[src/rtl/cic_pkg.sv]
package cic_pkg;
  typedef enum logic {CH_I = 1'b0, CH_Q = 1'b1} iq_ch_e;
  localparam int unsigned NUM_CH = 2;
endpackage

[src/rtl/cic_dec_ctrl.sv]
module cic_dec_ctrl #(
  parameter int unsigned DEC_MAX = 64,
  parameter int unsigned DEC_W   = $clog2(DEC_MAX + 1)
) (
  input  logic             clk_i,
  input  logic             rst_ni,
  input  logic [DEC_W-1:0] dec_i,
  input  logic             adv_i,
  output logic             keep_o
);
  localparam int unsigned CNT_W = $clog2(DEC_MAX);

  logic [CNT_W-1:0] cnt_q, lim;

  // factor 0 behaves as 1, oversized factors saturate
  always_comb begin
    if (dec_i == '0)                         lim = '0;
    else if (dec_i > DEC_W'(DEC_MAX))        lim = CNT_W'(DEC_MAX - 1);
    else                                     lim = CNT_W'(dec_i - DEC_W'(1));
  end

  assign keep_o = (cnt_q >= lim);

  always_ff @(posedge clk_i or negedge rst_ni) begin
    if (!rst_ni)     cnt_q <= '0;
    else if (adv_i)  cnt_q <= keep_o ? '0 : cnt_q + CNT_W'(1);
  end

  a_r5_cnt_range: assert property (@(posedge clk_i) disable iff (!rst_ni)
    cnt_q <= CNT_W'(DEC_MAX - 1));
  a_r5_wrap_on_pair: assert property (@(posedge clk_i) disable iff (!rst_ni)
    adv_i && keep_o |=> cnt_q == '0);
  a_r8_cnt_idle: assert property (@(posedge clk_i) disable iff (!rst_ni)
    !adv_i |=> $stable(cnt_q));
endmodule

[src/rtl/cic_integ_stage.sv]
module cic_integ_stage #(
  parameter int unsigned W = 28
) (
  input  logic              clk_i,
  input  logic              rst_ni,
  input  logic              en_i,
  input  logic              ch_i,
  input  logic [W-1:0]      x_i,
  output logic [1:0][W-1:0] acc_o
);
  logic [1:0][W-1:0] acc_q;

  // wrap-around accumulate, one register per channel
  always_ff @(posedge clk_i or negedge rst_ni) begin
    if (!rst_ni)    acc_q <= '0;
    else if (en_i)  acc_q[ch_i] <= acc_q[ch_i] + x_i;
  end

  assign acc_o = acc_q;

  a_r8_int_hold: assert property (@(posedge clk_i) disable iff (!rst_ni)
    !en_i |=> $stable(acc_q));
  a_r6_int_i_keeps_q: assert property (@(posedge clk_i) disable iff (!rst_ni)
    en_i && !ch_i |=> $stable(acc_q[1]));
  a_r6_int_q_keeps_i: assert property (@(posedge clk_i) disable iff (!rst_ni)
    en_i && ch_i |=> $stable(acc_q[0]));
endmodule

[src/rtl/cic_comb_stage.sv]
module cic_comb_stage #(
  parameter int unsigned W = 16
) (
  input  logic         clk_i,
  input  logic         rst_ni,
  input  logic         en_i,
  input  logic         ch_i,
  input  logic [W-1:0] x_i,
  output logic [W-1:0] y_o
);
  logic [1:0][W-1:0] dly_q;

  assign y_o = x_i - dly_q[ch_i];

  always_ff @(posedge clk_i or negedge rst_ni) begin
    if (!rst_ni)    dly_q <= '0;
    else if (en_i)  dly_q[ch_i] <= x_i;
  end

  a_r4_dly_capture: assert property (@(posedge clk_i) disable iff (!rst_ni)
    en_i |=> dly_q[$past(ch_i)] == $past(x_i));
  a_r8_dly_hold: assert property (@(posedge clk_i) disable iff (!rst_ni)
    !en_i |=> $stable(dly_q));
endmodule

[src/rtl/iq_cic_decim.sv]
module iq_cic_decim
  import cic_pkg::*;
#(
  parameter int unsigned IN_W    = 10,
  parameter int unsigned DEC_MAX = 64,
  parameter int unsigned NSTG    = 3,
  parameter int unsigned STAGE_W [2*NSTG] = '{28, 23, 18, 16, 15, 14},
  localparam int unsigned DEC_W  = $clog2(DEC_MAX + 1),
  localparam int unsigned OUT_W  = STAGE_W[2*NSTG-1]
) (
  input  logic             clk_i,
  input  logic             rst_ni,
  input  logic [DEC_W-1:0] dec_i,
  input  logic             in_valid_i,
  input  logic             in_ch_i,
  input  logic [IN_W-1:0]  in_data_i,
  output logic             out_valid_o,
  output logic             out_ch_o,
  output logic [OUT_W-1:0] out_data_o
);
  localparam int unsigned WMAX = STAGE_W[0];

  logic keep, adv, keep_d, ch_d;
  logic [NUM_CH-1:0][WMAX-1:0] int_lj [NSTG];
  logic [WMAX-1:0]             comb_lj [NSTG];

  assign adv = in_valid_i && (iq_ch_e'(in_ch_i) == CH_Q);

  cic_dec_ctrl #(.DEC_MAX(DEC_MAX), .DEC_W(DEC_W)) u_ctrl (
    .clk_i  (clk_i),
    .rst_ni (rst_ni),
    .dec_i  (dec_i),
    .adv_i  (adv),
    .keep_o (keep)
  );

  // integrator chain at input rate; stage outputs kept MSB-aligned
  for (genvar k = 0; k < NSTG; k++) begin : g_int
    localparam int unsigned W = STAGE_W[k];
    logic [W-1:0]              x;
    logic [NUM_CH-1:0][W-1:0]  acc;

    if (k == 0) begin : g_first
      assign x = {{(W - IN_W){in_data_i[IN_W-1]}}, in_data_i};
    end else begin : g_next
      assign x = int_lj[k-1][in_ch_i][WMAX-1 -: W];
    end

    cic_integ_stage #(.W(W)) u_stage (
      .clk_i  (clk_i),
      .rst_ni (rst_ni),
      .en_i   (in_valid_i),
      .ch_i   (in_ch_i),
      .x_i    (x),
      .acc_o  (acc)
    );

    for (genvar c = 0; c < NUM_CH; c++) begin : g_lj
      if (W == WMAX) begin : g_full
        assign int_lj[k][c] = acc[c];
      end else begin : g_pad
        assign int_lj[k][c] = {acc[c], {(WMAX - W){1'b0}}};
      end
    end
  end

  // decimated sample enters combs one cycle after acceptance
  always_ff @(posedge clk_i or negedge rst_ni) begin
    if (!rst_ni) begin
      keep_d <= 1'b0;
      ch_d   <= 1'b0;
    end else begin
      keep_d <= in_valid_i && keep;
      ch_d   <= in_ch_i;
    end
  end

  for (genvar k = 0; k < NSTG; k++) begin : g_comb
    localparam int unsigned W = STAGE_W[NSTG + k];
    logic [W-1:0] x, y;

    if (k == 0) begin : g_first
      assign x = int_lj[NSTG-1][ch_d][WMAX-1 -: W];
    end else begin : g_next
      assign x = comb_lj[k-1][WMAX-1 -: W];
    end

    cic_comb_stage #(.W(W)) u_stage (
      .clk_i  (clk_i),
      .rst_ni (rst_ni),
      .en_i   (keep_d),
      .ch_i   (ch_d),
      .x_i    (x),
      .y_o    (y)
    );

    if (W == WMAX) begin : g_full
      assign comb_lj[k] = y;
    end else begin : g_pad
      assign comb_lj[k] = {y, {(WMAX - W){1'b0}}};
    end
  end

  always_ff @(posedge clk_i or negedge rst_ni) begin
    if (!rst_ni) begin
      out_valid_o <= 1'b0;
      out_ch_o    <= 1'b0;
      out_data_o  <= '0;
    end else begin
      out_valid_o <= keep_d;
      out_ch_o    <= ch_d;
      if (keep_d) out_data_o <= comb_lj[NSTG-1][WMAX-1 -: OUT_W];
    end
  end

  a_r7_out_needs_input: assert property (@(posedge clk_i) disable iff (!rst_ni)
    out_valid_o |-> $past(in_valid_i, 2));
  a_r7_out_tag: assert property (@(posedge clk_i) disable iff (!rst_ni)
    out_valid_o |-> out_ch_o == $past(in_ch_i, 2));
  a_r7_no_idle_output: assert property (@(posedge clk_i) disable iff (!rst_ni)
    !in_valid_i |=> ##1 !out_valid_o);
endmodule

[config.mk]
export PLATFORM = sky130hd
export DESIGN_NAME = iq_cic_decim
export DESIGN_NICKNAME = d
export VERILOG_FILES = /design/src/rtl/cic_pkg.sv /design/src/rtl/cic_dec_ctrl.sv /design/src/rtl/cic_integ_stage.sv /design/src/rtl/cic_comb_stage.sv /design/src/rtl/iq_cic_decim.sv
export SDC_FILE = /design/constraint.sdc
export NUM_CORES = 1
export LEC_CHECK = 0
export BUFFER_PORTS_ARGS = -buffer_cell sky130_fd_sc_hd__buf_4
export CAP_MARGIN = 20
export CORE_UTILIZATION = 36
export DETAILED_ROUTE_END_ITERATION = 6
export GPL_TIMING_DRIVEN = 0
export PLACE_DENSITY_LB_ADDON = 0.15
export SETUP_SLACK_MARGIN = 0.1
export SLEW_MARGIN = 20
export SYNTH_ARGS = -nofsm -noshare
export SYNTH_HDL_FRONTEND = slang
export SYNTH_SLANG_ARGS = --single-unit
[constraint.sdc]
create_clock -name clk_i -period 6.4 [get_ports clk_i]
set_input_delay 0.64 -clock clk_i [delete_from_list [all_inputs] [get_ports clk_i]]
set_output_delay 0.64 -clock clk_i [all_outputs]
set_load 0.05 [all_outputs]
# [After elaboration in Yosys (flattened, before gate mapping)]
# Cells that the tools add are included.
[word_totals] regBits=252 inputBits=21 output_inout_bits=16 wordCells=74
[classes] addsub=8 magnitude_cmp=6 muxes=37 n_reduce_logical=5
[ops] cell="two-way mux 28 bit" count=7
[ops] cell="two-way mux 23 bit" count=3
[ops] cell="bitwise mux 56 bit" count=1
[ops] cell="two-way mux 18 bit" count=3
[ops] cell="two-way mux 16 bit" count=3
[ops] cell="bitwise mux 46 bit" count=1
[ops] cell="two-way mux 15 bit" count=3
[ops] cell="two-way mux 14 bit" count=3
[ops] cell="bitwise mux 36 bit" count=1
[ops] cell="bitwise mux 32 bit" count=1
[ops] cell="bitwise mux 30 bit" count=1
[ops] cell="adder 28 bit" count=1
[ops] cell="bitwise mux 28 bit" count=1
[ops] cell="demux 28 bit (select 1 bit)" count=1
[ops] cell="adder 23 bit" count=1
[ops] cell="demux 23 bit (select 1 bit)" count=1
[ops] cell="adder 18 bit" count=1
[ops] cell="demux 18 bit (select 1 bit)" count=1
[ops] cell="two-way mux 6 bit" count=3
[ops] cell="demux 16 bit (select 1 bit)" count=1
[ops] cell="subtractor 16 bit" count=1
[ops] cell="demux 15 bit (select 1 bit)" count=1
[ops] cell="subtractor 15 bit" count=1
[ops] cell="demux 14 bit (select 1 bit)" count=1
[ops] cell="9 further kinds" count=14

# [Longest topological paths before layout]
[logic_depth] depth_word=5 depth_mapped=30 depth_no_buf=25

# [Modules after synthesis]
# Synthesis repeated with hierarchy kept, for this count alone.
[hier_totals] cells_unflattened=1869 hier_area_um2=18345.1
[by_module_without_submodules] mod="cic_integ_stage at g_int[0].u_stage" n_inst=1 cells_per_inst=440 area_each_um2=3941.3 seq_area_each_um2=1401.3
[by_module_without_submodules] mod="cic_integ_stage at g_int[1].u_stage" n_inst=1 cells_per_inst=413 area_each_um2=3504.6 seq_area_each_um2=1151.1
[by_module_without_submodules] mod="cic_integ_stage at g_int[2].u_stage" n_inst=1 cells_per_inst=289 area_each_um2=2580.0 seq_area_each_um2=900.9
[by_module_without_submodules] mod="cic_comb_stage at g_comb[0].u_stage" n_inst=1 cells_per_inst=201 area_each_um2=2180.8 seq_area_each_um2=800.8
[by_module_without_submodules] mod="cic_comb_stage at g_comb[1].u_stage" n_inst=1 cells_per_inst=190 area_each_um2=2072.0 seq_area_each_um2=750.7
[by_module_without_submodules] mod="cic_comb_stage at g_comb[2].u_stage" n_inst=1 cells_per_inst=164 area_each_um2=1858.0 seq_area_each_um2=700.7
[by_module_without_submodules] mod="iq_cic_decim" n_inst=1 cells_per_inst=99 area_each_um2=1567.8 seq_area_each_um2=450.4
[by_module_without_submodules] mod="cic_dec_ctrl" n_inst=1 cells_per_inst=73 area_each_um2=640.6 seq_area_each_um2=150.1

# [Worst setup path after synthesis]
# Ideal clock, no wire load.
[synth_path] kind="register to register" from="register ch_d" to="register out_data_o[13]" setup_time_ns=0.082 arrival_ns=6.110 required_ns=6.318 setup_slack_ns=0.208 path_stages_with_launch=30 path_buffers=5 period_less_slack_ns=6.192 path_cell_list="dfrtp_1 -> buf_6 -> clkbuf_1 -> buf_1 -> buf_1 -> mux2i_1 -> ha_1 -> buf_2 -> a21oi_1 -> a21oi_1 -> nor3_1 -> o21bai_1 -> a21oi_1 -> xor2_1 -> inv_1 -> ha_1 -> a21o_1 -> a31oi_1 -> o32a_2 -> a21oi_1 -> o21ai_0 -> a21boi_0 -> o21ai_0 -> nand2_1 -> xor2_1 -> ha_1 -> nand2_1 -> nor4_1 -> or4_1 -> a31oi_1"
[synth_via] elab_chain_cells=5 elab_cells_between_ends=11 cone_classes="3 x add/sub; 8 x mux"
[synth_rtl] item="start, declared" line_no="iq_cic_decim.sv:23" source="logic keep, adv, keep_d, ch_d;"
[synth_rtl] item="start signal, assigned" line_no="iq_cic_decim.sv:74" source="ch_d <= in_ch_i;"
[synth_rtl] item="two-way mux 28 bit (implied by the code) / two-way mux 16 bit (equally long branches) (2 in a row)" line_no="iq_cic_decim.sv:83, cic_comb_stage.sv:13"
[synth_rtl] item="subtractor 16 bit (*)" line_no="cic_comb_stage.sv:13" source="assign y_o = x_i - dly_q[ch_i];"
[synth_rtl] item="named net g_comb[0].u_stage.y_o[7]" line_no="cic_comb_stage.sv:9" source="output logic [W-1:0] y_o"
[synth_rtl] item="subtractor 15 bit (*)" line_no="cic_comb_stage.sv:13"
[synth_rtl] item="named net g_comb[1].u_stage.y_o[13]" line_no="cic_comb_stage.sv:9"
[synth_rtl] item="subtractor 14 bit (*)" line_no="cic_comb_stage.sv:13"
[synth_rtl] item="end signal, assigned" line_no="iq_cic_decim.sv:112" source="if (keep_d) out_data_o <= comb_lj[NSTG-1][WMAX-1 -: OUT_W];"
[synth_rtl] item="end, declared" line_no="iq_cic_decim.sv:19" source="output logic [OUT_W-1:0] out_data_o"
# Mark *: on every way through the listed nets, which the timed path passes. The rest lies on a longest branch. The select of a mux whose other input is x is not followed.
# A chain may end at the register's enable or synchronous reset.

# [Final worst setup path]
[layout_path] from="register ch_d" to="register out_data_o[13]"
[layout_via] elab_chain_cells=5 elab_cells_between_ends=11 cone_classes="3 x add/sub; 8 x mux"
[layout_rtl] item="two-way mux 28 bit (implied by the code) (2 in a row)" line_no="iq_cic_decim.sv:83" source="assign x = int_lj[NSTG-1][ch_d][WMAX-1 -: W];"
[layout_rtl] item="named net g_comb[0].u_stage.x_i[1]" line_no="cic_comb_stage.sv:8" source="input logic [W-1:0] x_i,"
[layout_rtl] item="subtractor 16 bit" line_no="cic_comb_stage.sv:13"
[layout_rtl] item="named net g_comb[0].u_stage.y_o[6]" line_no="cic_comb_stage.sv:9"
[layout_rtl] item="subtractor 15 bit" line_no="cic_comb_stage.sv:13"
[layout_rtl] item="subtractor 14 bit" line_no="cic_comb_stage.sv:13"
# The timed path passes the listed nets, and every way through them passes these cells. The select of a mux whose other input is x is not followed.

==> impl_results.md <==
- CTS HTree Levels: 1
- Critical path arrival: 6410 ps
- EDFF count, synth: 0
- Syn. warnings: 0
- Clk_lat worst skew: 570 ps
- Die W: 214 um
- Post-route ant nets: 0
- Setup CP Type: register to register
- Share of cells above drive strength 1: 0.140
- Max Freq: 0.168 GHz
- Slew HR: 0.267
- Simple-gate share of the synthesized area: 0.139
- R2r worst-path depth: 23
- Dpl hpwl: 30700 um
- Largest net degree at the start of global routing: 98
- Post-CTS Hold Buffers: 0
- CTS buffer count: 31
- Buffers on Ports: 36
- Wire per inst: 17.2 um
- Crit start category: register
- Largest family of logic cells by synthesized area: compound AO/OA/AOI/OAI gates
- Mapped Avg Cell Area: 9.47 sq um
- Worst hold slack: -0.652 ps
- Post-route cell area: 18400 sq um
- Compound-gate portion of the synthesized area: 0.170
- Register area share after synthesis: 0.388
- Initial DRC count: 605
- Die H: 214 um
- First-pass GRT wire length: 68800 um
- Yosys cell types: 73
- Via Count: 12614
- Worst Skew: 16.8 ps
- Grt total ovfl: 0
- Nets: 1929
- Post-route DRC: 0
- Reg2reg setup slack: 460 ps
- Yosys reg bits: 252
- Layout Utilization: 0.415
- Antenna violations before repair: 0
- Final hold violation count: 1
- Sinks on Clock Net: 252
- Slew @ Worst Pin: 1100 ps
- Max_cap viols: 0
- Root buffer cell: clkbuf_16
- Setup-failing EPs final: 0
- Fillcell total: 4478
- Initial Util: 0.366
- Core footprint: 44300 sq um
- Crit. End Element: register
- Number of global-route vias before repair: 12894
- Status: finished with violations
- CP Data Required Time: 6870 ps
- Synth Cell Area: 16200 sq um
- Adder-cell share of the synthesized area: 0.0937
- Clock period minus worst slack: 5940 ps
- Post-synthesis mux area share: 0.119
- Synth async-reset ratio: 1.00
- Gr usage total: 0.184
- Worst hold path type: primary input to asynchronous set/reset pin
- Vias/cell: 5.24
- Post-synth top flop: dfrtp_1
- Tcrit/Tclk final: 0.928
- Synth Net Count: 1854
- Max FO, Critical Path: 10
- Layout area overhead: 13.3%
- Max-slew violation count: 0
- Die ar.: 46000 sq um
- Longest Clk Path Bufs: 3
- Cells after synthesis: 1715
- CTS clk-pin slew, worst paths: 60 ps
- Post-DP Area: 17300 sq um
- RSZ-0062 raised after global routing: no
- DR pass1 iterations: 5
- Failing checks: hold timing
- Worst setup margin: 462 ps
- Reg2Reg Capture Point: out_data_o[13]
- R2R Path Start: ch_d
- Rows: 77
- DRT Wirelength: 41400 um
- CTS tree: done
- Ant. Diodes: 0
- GPL Wtd Cong: 0.829
- Xor/xnor cell area share of the yosys netlist: 0.0532
- IO Count: 37
- Worst slack, placed: -1560 ps
logic make-up (layout without fill, tap and decap cells):
family / Yosys count / in the layout
adder cells (fa/ha/maj): 118 / 118
multiplexers: 177 / 177
AO/OA/AOI/OAI: 445 / 445
XOR/XNOR: 94 / 94
flip-flops: 252 / 252
AND/OR/NAND/NOR: 480 / 480
buffers and inverters: 149 / 247
flip-flops by register name, summed over array words and instances (netlist names):
register / flops
g_int.u_stage.acc_o: 138
g_comb.u_stage.dly_q: 90
out_data_o: 14
u_ctrl.cnt_q: 6
ch_d: 1
keep_d: 1
out_ch_o: 1
out_valid_o: 1
synth_stat cells (15+ instances only):
library cell	n	area, sq um
nor2_1	55	206
nand2b_1	29	181
o21a_1	17	128
dfrtp_1	252	6310
nor3_1	27	135
mux2i_1	47	470
nand2_1	244	916
o21ai_0	205	1030
ha_1	112	1400
a21o_1	32	240
xnor2_1	55	482
xor2_1	36	315
inv_1	73	274
a211o_1	15	131
a21boi_0	15	113
mux2_2	130	1460
nor2b_1	16	100
nand3_1	35	175
a21oi_1	65	325
clkbuf_1	58	218
o31ai_1	18	135
area by class of cell:
cell class / count / area (sq um) / area share
buffer: 73 / 333 / 0.0181
clock buffer: 51 / 911 / 0.0495
clock inverter: 5 / 50.0 / 0.00272
inverter: 75 / 282 / 0.0153
multi-input combinational: 1314 / 9400 / 0.511
sequential: 252 / 6310 / 0.343
tap: 592 / 741 / 0.0403
timing repair buffer: 43 / 374 / 0.0203
cell usage in the layout, fill, tap and decap left out, types with 47 or more instances in the layout:
cell | synthesis | final
nor2_1 | 55 | 54
mux2i_1 | 47 | 47
dfrtp_1 | 252 | 252
mux2_2 | 130 | 130
ha_1 | 112 | 111
nand2_1 | 244 | 244
a21oi_1 | 65 | 64
o21ai_0 | 205 | 203
xnor2_1 | 55 | 54
inv_1 | 73 | 73
clkbuf_1 | 58 | 71
worst max-delay path by stage:
stage | startpoint | end | slack (ps)
floorplan | ch_d | out_data_o[13] | 210
global placement | ch_d | out_data_o[13] | -1480
detailed placement | ch_d | out_data_o[13] | -1560
CTS | ch_d | out_data_o[13] | 110
global route | ch_d | out_data_o[13] | 100
finish | ch_d | out_data_o[13] | 460
metrics by stage:
| step | setup TNS, ps | std cells |
|---|---|---|
| after floorplan | 0 | 1715 |
| after global placement | -10230 | 2343 |
| after detailed placement | -10940 | 2345 |
| after CTS | 0 | 2401 |
| after global routing | 0 | 2405 |
| final | 0 | 2405 |
timing repair:
item / CTS / global route
setup endpoints to repair: 22 / 4
gates cloned: 0 / 0
resized for setup: 16 / 13
buffers inserted: 1 / 4
pin swaps: 2 / 7
metal layers:
| layer | track usage | part of all wire | vias up |
|---|---|---|---|
| met2 | 0.316 | 0.47 | 159 |
| met1 | 0.237 | 0.46 | 6116 |
| met5 | 0 | 0 | - |
| met4 | 0.0657 | 0.035 | 0 |
| li1 | - | - | 6269 |
| met3 | 0.0227 | 0.030 | 70 |
critical path, stage by stage (launching register included):
cell and delay (ps):
dfrtp_1 380, buf_12 130, buf_8 160, mux2_2 380
fa_1 510, a211oi_2 290, o21ai_0 150, xnor2_1 290
inv_1 90, ha_1 370, or2_2 290, a21oi_1 190
a21oi_2 90, a41oi_1 290, o31ai_1 170, a2111o_1 460
nand2_1 120, xor2_2 190, inv_1 100, ha_1 340
nand2_1 110, nor4_2 60, or4_1 470, a31oi_1 190
Power is not shown: default switching activity piles up to over one toggle a cycle in this logic, so the estimate is an artifact.
